<file path="src/rtl/rxring_pkg.sv">
`timescale 1ns/1ps
package rxring_pkg;
  localparam int RXR_DW      = 32;
  localparam int RXR_LEN_W   = 14;
  localparam int RXR_FLAG_W  = RXR_DW - RXR_LEN_W;
  localparam int RXR_ALIGN   = 6;
  localparam int RXR_ABUF_W  = RXR_DW - RXR_ALIGN;
  localparam int RXR_IDXF_W  = 2;
  localparam int RXR_MISS_K  = RXR_FLAG_W - 1;
endpackage

</file>
<file path="src/rtl/rxring_entry.sv">
`timescale 1ns/1ps
module rxring_entry
  import rxring_pkg::*;
(
  input  logic                  clk,
  input  logic                  rst_n,
  input  logic                  sw_we,
  input  logic [RXR_ABUF_W-1:0] sw_addr,
  input  logic                  sw_en,
  input  logic                  hw_fill,
  input  logic [RXR_DW-1:0]     hw_status,
  output logic                  en,
  output logic                  done,
  output logic [RXR_ABUF_W-1:0] baddr,
  output logic [RXR_DW-1:0]     status
);
  always_ff @(posedge clk) begin
    if (!rst_n) begin
      en     <= 1'b0;
      done   <= 1'b0;
      baddr  <= '0;
      status <= '0;
    end else if (hw_fill) begin
      status <= hw_status;
      done   <= 1'b1;
      en     <= 1'b0;
    end else if (sw_we) begin
      baddr <= sw_addr;
      en    <= sw_en;
      if (sw_en) done <= 1'b0;
    end
  end
endmodule

</file>
<file path="src/rtl/rxring_seq.sv">
`timescale 1ns/1ps
module rxring_seq
  import rxring_pkg::*;
#(
  parameter int NUM_DESC = 4,
  localparam int IDX_W = (NUM_DESC > 1) ? $clog2(NUM_DESC) : 1
) (
  input  logic                  clk,
  input  logic                  rst_n,
  input  logic                  fe_valid,
  input  logic [RXR_LEN_W-1:0]  fe_len,
  input  logic [RXR_FLAG_W-1:0] fe_flags,
  input  logic                  blocked,
  input  logic                  cur_armed,
  output logic                  fe_ready,
  output logic                  fill,
  output logic [IDX_W-1:0]      cur_idx,
  output logic [RXR_DW-1:0]     status_word
);
  localparam logic [IDX_W-1:0] STEP = IDX_W'(1);
  localparam logic [IDX_W-1:0] LAST = IDX_W'(NUM_DESC - 1);

  logic miss_pend;
  logic accept;
  logic [RXR_FLAG_W-1:0] flags_m;

  assign fe_ready = !blocked;
  assign accept   = fe_valid && fe_ready;
  assign fill     = accept && cur_armed;

  always_comb begin
    flags_m = fe_flags;
    flags_m[RXR_MISS_K] = fe_flags[RXR_MISS_K] | miss_pend;
  end
  assign status_word = {flags_m, fe_len};

  always_ff @(posedge clk) begin
    if (!rst_n) begin
      cur_idx   <= '0;
      miss_pend <= 1'b0;
    end else if (accept) begin
      if (cur_armed) begin
        cur_idx   <= (cur_idx == LAST) ? '0 : cur_idx + STEP;
        miss_pend <= 1'b0;
      end else begin
        miss_pend <= 1'b1;
      end
    end
  end
endmodule

</file>
<file path="src/rtl/rxring_regif.sv">
`timescale 1ns/1ps
module rxring_regif
  import rxring_pkg::*;
#(
  parameter int NUM_DESC = 4,
  localparam int IDX_W = (NUM_DESC > 1) ? $clog2(NUM_DESC) : 1,
  localparam int RA_W  = IDX_W + 1
) (
  input  logic                                 reg_wr_en,
  input  logic [RA_W-1:0]                      reg_wr_addr,
  input  logic [RA_W-1:0]                      reg_rd_addr,
  input  logic [NUM_DESC-1:0]                  en_v,
  input  logic [NUM_DESC-1:0]                  done_v,
  input  logic [NUM_DESC-1:0][RXR_ABUF_W-1:0]  baddr_v,
  input  logic [NUM_DESC-1:0][RXR_DW-1:0]      status_v,
  input  logic [IDX_W-1:0]                     cur_idx,
  output logic [NUM_DESC-1:0]                  buf_we,
  output logic [RXR_DW-1:0]                    reg_rd_data
);
  logic [NUM_DESC-1:0][RXR_DW-1:0] bufw_v;
  logic [RXR_IDXF_W-1:0] idx_field;
  logic [IDX_W-1:0] rd_sel;

  assign idx_field = RXR_IDXF_W'(cur_idx);
  assign rd_sel    = reg_rd_addr[RA_W-1:1];

  for (genvar i = 0; i < NUM_DESC; i++) begin : g_slot
    assign buf_we[i] = reg_wr_en && !reg_wr_addr[0] &&
                       (reg_wr_addr[RA_W-1:1] == IDX_W'(i));
    assign bufw_v[i] = {baddr_v[i], 2'b00, idx_field, done_v[i], en_v[i]};
  end

  always_comb begin
    reg_rd_data = '0;
    if (int'(rd_sel) < NUM_DESC)
      reg_rd_data = reg_rd_addr[0] ? status_v[rd_sel] : bufw_v[rd_sel];
  end
endmodule

</file>
<file path="src/rtl/rx_desc_ring.sv">
`timescale 1ns/1ps
module rx_desc_ring
  import rxring_pkg::*;
#(
  parameter int NUM_DESC = 4,
  localparam int IDX_W = (NUM_DESC > 1) ? $clog2(NUM_DESC) : 1,
  localparam int RA_W  = IDX_W + 1
) (
  input  logic                  clk,
  input  logic                  rst_n,
  input  logic                  reg_wr_en,
  input  logic [RA_W-1:0]       reg_wr_addr,
  input  logic [RXR_DW-1:0]     reg_wr_data,
  input  logic [RA_W-1:0]       reg_rd_addr,
  output logic [RXR_DW-1:0]     reg_rd_data,
  input  logic                  fe_valid,
  output logic                  fe_ready,
  input  logic [RXR_LEN_W-1:0]  fe_len,
  input  logic [RXR_FLAG_W-1:0] fe_flags,
  output logic [IDX_W-1:0]      cur_idx,
  output logic [RXR_ABUF_W-1:0] cur_buf,
  output logic                  cur_armed,
  output logic                  irq
);
  logic [NUM_DESC-1:0]                 ent_en;
  logic [NUM_DESC-1:0]                 ent_done;
  logic [NUM_DESC-1:0][RXR_ABUF_W-1:0] ent_baddr;
  logic [NUM_DESC-1:0][RXR_DW-1:0]     ent_status;
  logic [NUM_DESC-1:0]                 buf_we;
  logic [NUM_DESC-1:0]                 fill_v;
  logic                                fill;
  logic                                blocked;
  logic [RXR_DW-1:0]                   status_word;
  logic                                unused_wr_bits;

  assign unused_wr_bits = ^reg_wr_data[RXR_ALIGN-1:1];

  rxring_regif #(.NUM_DESC(NUM_DESC)) u_regif (
    .reg_wr_en   (reg_wr_en),
    .reg_wr_addr (reg_wr_addr),
    .reg_rd_addr (reg_rd_addr),
    .en_v        (ent_en),
    .done_v      (ent_done),
    .baddr_v     (ent_baddr),
    .status_v    (ent_status),
    .cur_idx     (cur_idx),
    .buf_we      (buf_we),
    .reg_rd_data (reg_rd_data)
  );

  assign blocked   = buf_we[cur_idx];
  assign cur_armed = ent_en[cur_idx];
  assign cur_buf   = ent_baddr[cur_idx];

  rxring_seq #(.NUM_DESC(NUM_DESC)) u_seq (
    .clk         (clk),
    .rst_n       (rst_n),
    .fe_valid    (fe_valid),
    .fe_len      (fe_len),
    .fe_flags    (fe_flags),
    .blocked     (blocked),
    .cur_armed   (cur_armed),
    .fe_ready    (fe_ready),
    .fill        (fill),
    .cur_idx     (cur_idx),
    .status_word (status_word)
  );

  for (genvar i = 0; i < NUM_DESC; i++) begin : g_ent
    assign fill_v[i] = fill && (cur_idx == IDX_W'(i));
    rxring_entry u_entry (
      .clk       (clk),
      .rst_n     (rst_n),
      .sw_we     (buf_we[i]),
      .sw_addr   (reg_wr_data[RXR_DW-1:RXR_ALIGN]),
      .sw_en     (reg_wr_data[0]),
      .hw_fill   (fill_v[i]),
      .hw_status (status_word),
      .en        (ent_en[i]),
      .done      (ent_done[i]),
      .baddr     (ent_baddr[i]),
      .status    (ent_status[i])
    );
  end

  assign irq = |(ent_done & ~ent_en);
endmodule

</file>
<file path="config.mk">
export PLATFORM = sky130hd
export DESIGN_NAME = rx_desc_ring
export DESIGN_NICKNAME = d
export VERILOG_FILES = /design/src/rtl/rxring_pkg.sv /design/src/rtl/rxring_entry.sv /design/src/rtl/rxring_seq.sv /design/src/rtl/rxring_regif.sv /design/src/rtl/rx_desc_ring.sv
export SDC_FILE = /design/constraint.sdc
export NUM_CORES = 1
export LEC_CHECK = 0
export BUFFER_PORTS_ARGS = -buffer_cell sky130_fd_sc_hd__buf_2
export CAP_MARGIN = 10
export CORE_ASPECT_RATIO = 0.9
export CORE_MARGIN = 2
export CORE_UTILIZATION = 59
export DETAILED_ROUTE_END_ITERATION = 8
export PLACE_DENSITY = 0.8
export SLEW_MARGIN = 25
export SYNTH_ARGS = -nofsm -noshare
export SYNTH_HDL_FRONTEND = slang
export SYNTH_SLANG_ARGS = --single-unit
</file>
<file path="constraint.sdc">
create_clock -name clk -period 2.75 [get_ports clk]
set_clock_uncertainty 0.05 [all_clocks]
set_input_delay 0.4125 -clock clk [delete_from_list [all_inputs] [get_ports clk]]
set_output_delay 0.4125 -clock clk [all_outputs]
set_load 0.01 [all_outputs]
</file>
==> impl_results.md <==
- DR WL met3: between 2 and 2.5 mm
- 1st-iter DRT viols: about 1000
- Synth Cell Area: 11600 µm²
- Placer Congestion: roughly 0.79
- Max Cap Violations: 0
- Power share of the sequential group: 0.493
- FMAX: between 300 and 400 MHz
- Cell family contributing the most delay on the critical path: buffers and inverters
- Worst-margin pin slew: around 860 ps
- Final Setup Violations: 0
- GRT Total Usage: 0.293
- Critical path startpoint: u_seq.cur_idx[0]
- I/O Buffers: ~130
- Detailed Place HPWL: slightly below 20 mm
- Die area: ~21000 µm²
- DIE HEIGHT: 137 µm
- Max Used Layer: met4
- Critical Path Max Stage Delay: 590 ps
- Slew Limit Fails: 0
- Most used cell, CP: buf_4
- Hold_buf cts: 0
- Post-Route WL: 31.4 mm
- Logic gate share of total power: 0.069
- Slew HR: 0.423
- Multi-input gate area: 6160 µm²
- Outcome: finished clean
- DR pass1 iterations: 5
- VDD IR max: around 420 µV
- Synthesized area per cell: about 10 µm²
- Finished Cell Area: about 13000 µm²
- Mapped Nets: 1243
- Psw: about 0.0017 W
- WP buf/inv: 3
- CTS clk-pin slew, worst paths: 60 ps
- Area contributors post-synth: dfxtp_1, mux4_2, mux2i_1, a21oi_1, o21ai_0
- CTS sink cnt: 243
- # rows: 48
- Starting Density: 0.604
- Worst Path Max Fanout: 19
- Total power: around 0.0073 W
- Die Wd: ~150 µm
- R2R setup slack: 140 ps
- Post-synthesis sequential area ratio: 0.419
- Post-route ant nets: 0
- Worst skew pair latency: between 500 and 600 ps
- Via count: 9603
- Critical Path RT: roughly 2300 ps
- Worst hold path type: in -> reg
- Arrival time worst endpoint: between 2000 and 2500 ps
- Reg2Reg Capture Point: g_ent[2].u_entry.status[18]
- WL per Instance: about 21 µm
- Crit start category: flop
- Vias in the first global route: between 9000 and 10000
- Clk network pwr share: 0.438
- Clock Tree Buf Depth: 3
- Num CTS Buffers: 24
- M1 wire length: 12.4 mm
- Pre-CTS setup slack: 205 ps
- End point of the critical path: cur_buf[2]
- Period Utilization, post-route: 0.955
- Avg Vias per Cell: approximately 6.4
- Setup TNS: 0 ps
- Largest net degree at the start of global routing: 81
- Crit-path slowest cell: dfxtp_1
- Yosys cell types: 35
- Ports: 137
- H-tree depth: 1
- Post-Synthesis Cells: about 1200
- Final hold vios: 0
- Residual DRC: 0
- Net Sw Frac: 0.231
- Yosys top cell area share: 0.419
- Pwr per Cell Area: between 500 and 600 nW/µm²
- Warnings, synthesis: 0
- FF+latch area: ~5000 µm²
- CP endpoint kind: output port
- Root Driver: clkbuf_16
- R2r worst-path depth: 6
- Worst Setup Slack, final: 123 ps
- FILL cells: 1430
- Area leader, netlist: dfxtp_1
- RSZ-0062 raised after global routing: no
- LEAKAGE: approximately 4.7 nW
- Register bit total from synthesis: between 200 and 250
- Met2 WL post-DR: 15.5 mm
- Critical path type: reg -> out
- Final net count: around 1300
- RR Startpoint: u_seq.cur_idx[0]
- Core ar.: approximately 19000 µm²
- Layout area overhead: 14.4%
- Critical path depth: 4
- Layout cell share with drive strength beyond 1: 0.268
- CTS tree: done
- GRT Residual Overflow: 0
- Min cycle time layout: between 2000 and 3000 ps
- Initial antenna violation count: 1
- Crit path cell chain: buf_4 > buf_4 > mux4_2 > buf_2
- Placement Cell Area: around 12000 µm²
- First-pass GRT wire length: approximately 49 mm
- Pint: around 0.0056 W
power by group through the flow:
stage	registers (W)	clock network [W]	logic, W
3_5_place_dp	0.00367	0	0.000495
2_1_floorplan	0.00366	0	0.000304
3_3_place_gp	0.00366	0	0.000489
4_1_cts	0.00359	0.00321	0.000499
6_report	0.00359	0.00318	0.000504
5_1_grt	0.00359	0.00337	0.000535
metal layers:
metal  vias up  global-route usage
met4         0               0.108
met5         -                   0
li1       4397                   -
met1      4663               0.383
met2       464               0.498
met3        79              0.0469
kinds of logic after synthesis:
logic type	synth area share
and+or+nand+nor	0.108
AOI/OAI and AO/OA	0.126
DFF	0.419
muxes	0.287
buffers and inverters	0.0540
adders and majority gates	0.00431
xor gates and xnor gates	0.00151
Yosys cell counts (all sizes together):
| cell | instances |
|---|---|
| dfxtp | 243 |
| nand2 | 143 |
| a21oi | 137 |
| o21ai | 130 |
| nand3 | 125 |
| mux2i | 105 |
| mux4 | 87 |
| clkbuf | 67 |
| buf | 55 |
| mux2 | 28 |
| inv | 13 |
| a311oi | 4 |
| ha | 4 |
| a21boi | 3 |
| and3 | 3 |
| and2 | 2 |
| nor2 | 2 |
| nor4bb | 2 |
| xor2 | 2 |
| a211oi | 1 |
| a22oi | 1 |
| nand2b | 1 |
| nand4b | 1 |
| nor3 | 1 |
| nor4b | 1 |
| o221ai | 1 |
| o311a | 1 |
| o311ai | 1 |
| or3 | 1 |
sequential cells by signal, summed over array words and instances (netlist names):
register              cells
g_ent.u_entry.done        4
g_ent.u_entry.baddr     104
u_seq.miss_pend           1
g_ent.u_entry.status    128
g_ent.u_entry.en          4
u_seq.cur_idx             2
worst min path at each step:
stage / start / endpoint / slack (ps) / cells past startpoint
floorplan: g_ent[1].u_entry.baddr[0] / g_ent[1].u_entry.baddr[0] / 390 / 2
global placement: g_ent[3].u_entry.baddr[0] / g_ent[3].u_entry.baddr[0] / 400 / 2
detailed placement: g_ent[1].u_entry.baddr[21] / g_ent[1].u_entry.baddr[21] / 410 / 2
CTS: fe_len[1] / g_ent[1].u_entry.status[1] / 110 / 3
global route: fe_flags[11] / g_ent[3].u_entry.status[25] / 120 / 3
finish: fe_len[1] / g_ent[1].u_entry.status[1] / 120 / 3
final cells by class:
cell class / instances / area share
multi-input combinational: 787 / 0.465
sequential: 243 / 0.367
timing repair buffer: 172 / 0.0841
clock buffer: 35 / 0.0553
tap: 250 / 0.0236
inverter: 13 / 0.00377
clock inverter: 4 / 0.00170
antenna: 1 / 0.000189
worst min-delay path, stage by stage:
cell	delay, ps
buf_2	120
nand3_1	60
a21oi_1	50
metrics by stage:
step | std cells | util | hold slack [ps]
floorplan | 1165 | - | 391
global placement | 1465 | 0.650 | 399
detailed placement | 1465 | 0.650 | 406
CTS | 1504 | 0.690 | 111
global route | 1504 | 0.690 | 116
finish | 1505 | 0.690 | 122
layout by cell type (no fill, tap or decap), drive strengths merged, types with 2 or more instances in the layout:
cell type | netlist | routed
inv | 13 | 12
mux4 | 87 | 87
and3 | 3 | 3
mux2 | 28 | 28
nor2 | 2 | 2
buf | 55 | 172
xor2 | 2 | 2
nor4bb | 2 | 2
clkinv | 0 | 4
a311oi | 4 | 4
a21boi | 3 | 3
and2 | 2 | 2
nand2 | 143 | 143
a21oi | 137 | 137
ha | 4 | 4
mux2i | 105 | 105
o21ai | 130 | 130
dfxtp | 243 | 243
clkbuf | 67 | 35
nand3 | 125 | 125
repair_timing:
item	in CTS	in global routing
setup endpoints to repair	0	19
gates resized for setup	0	3
buffers inserted	0	0
Note: power is estimated with default switching activity, not from simulation.
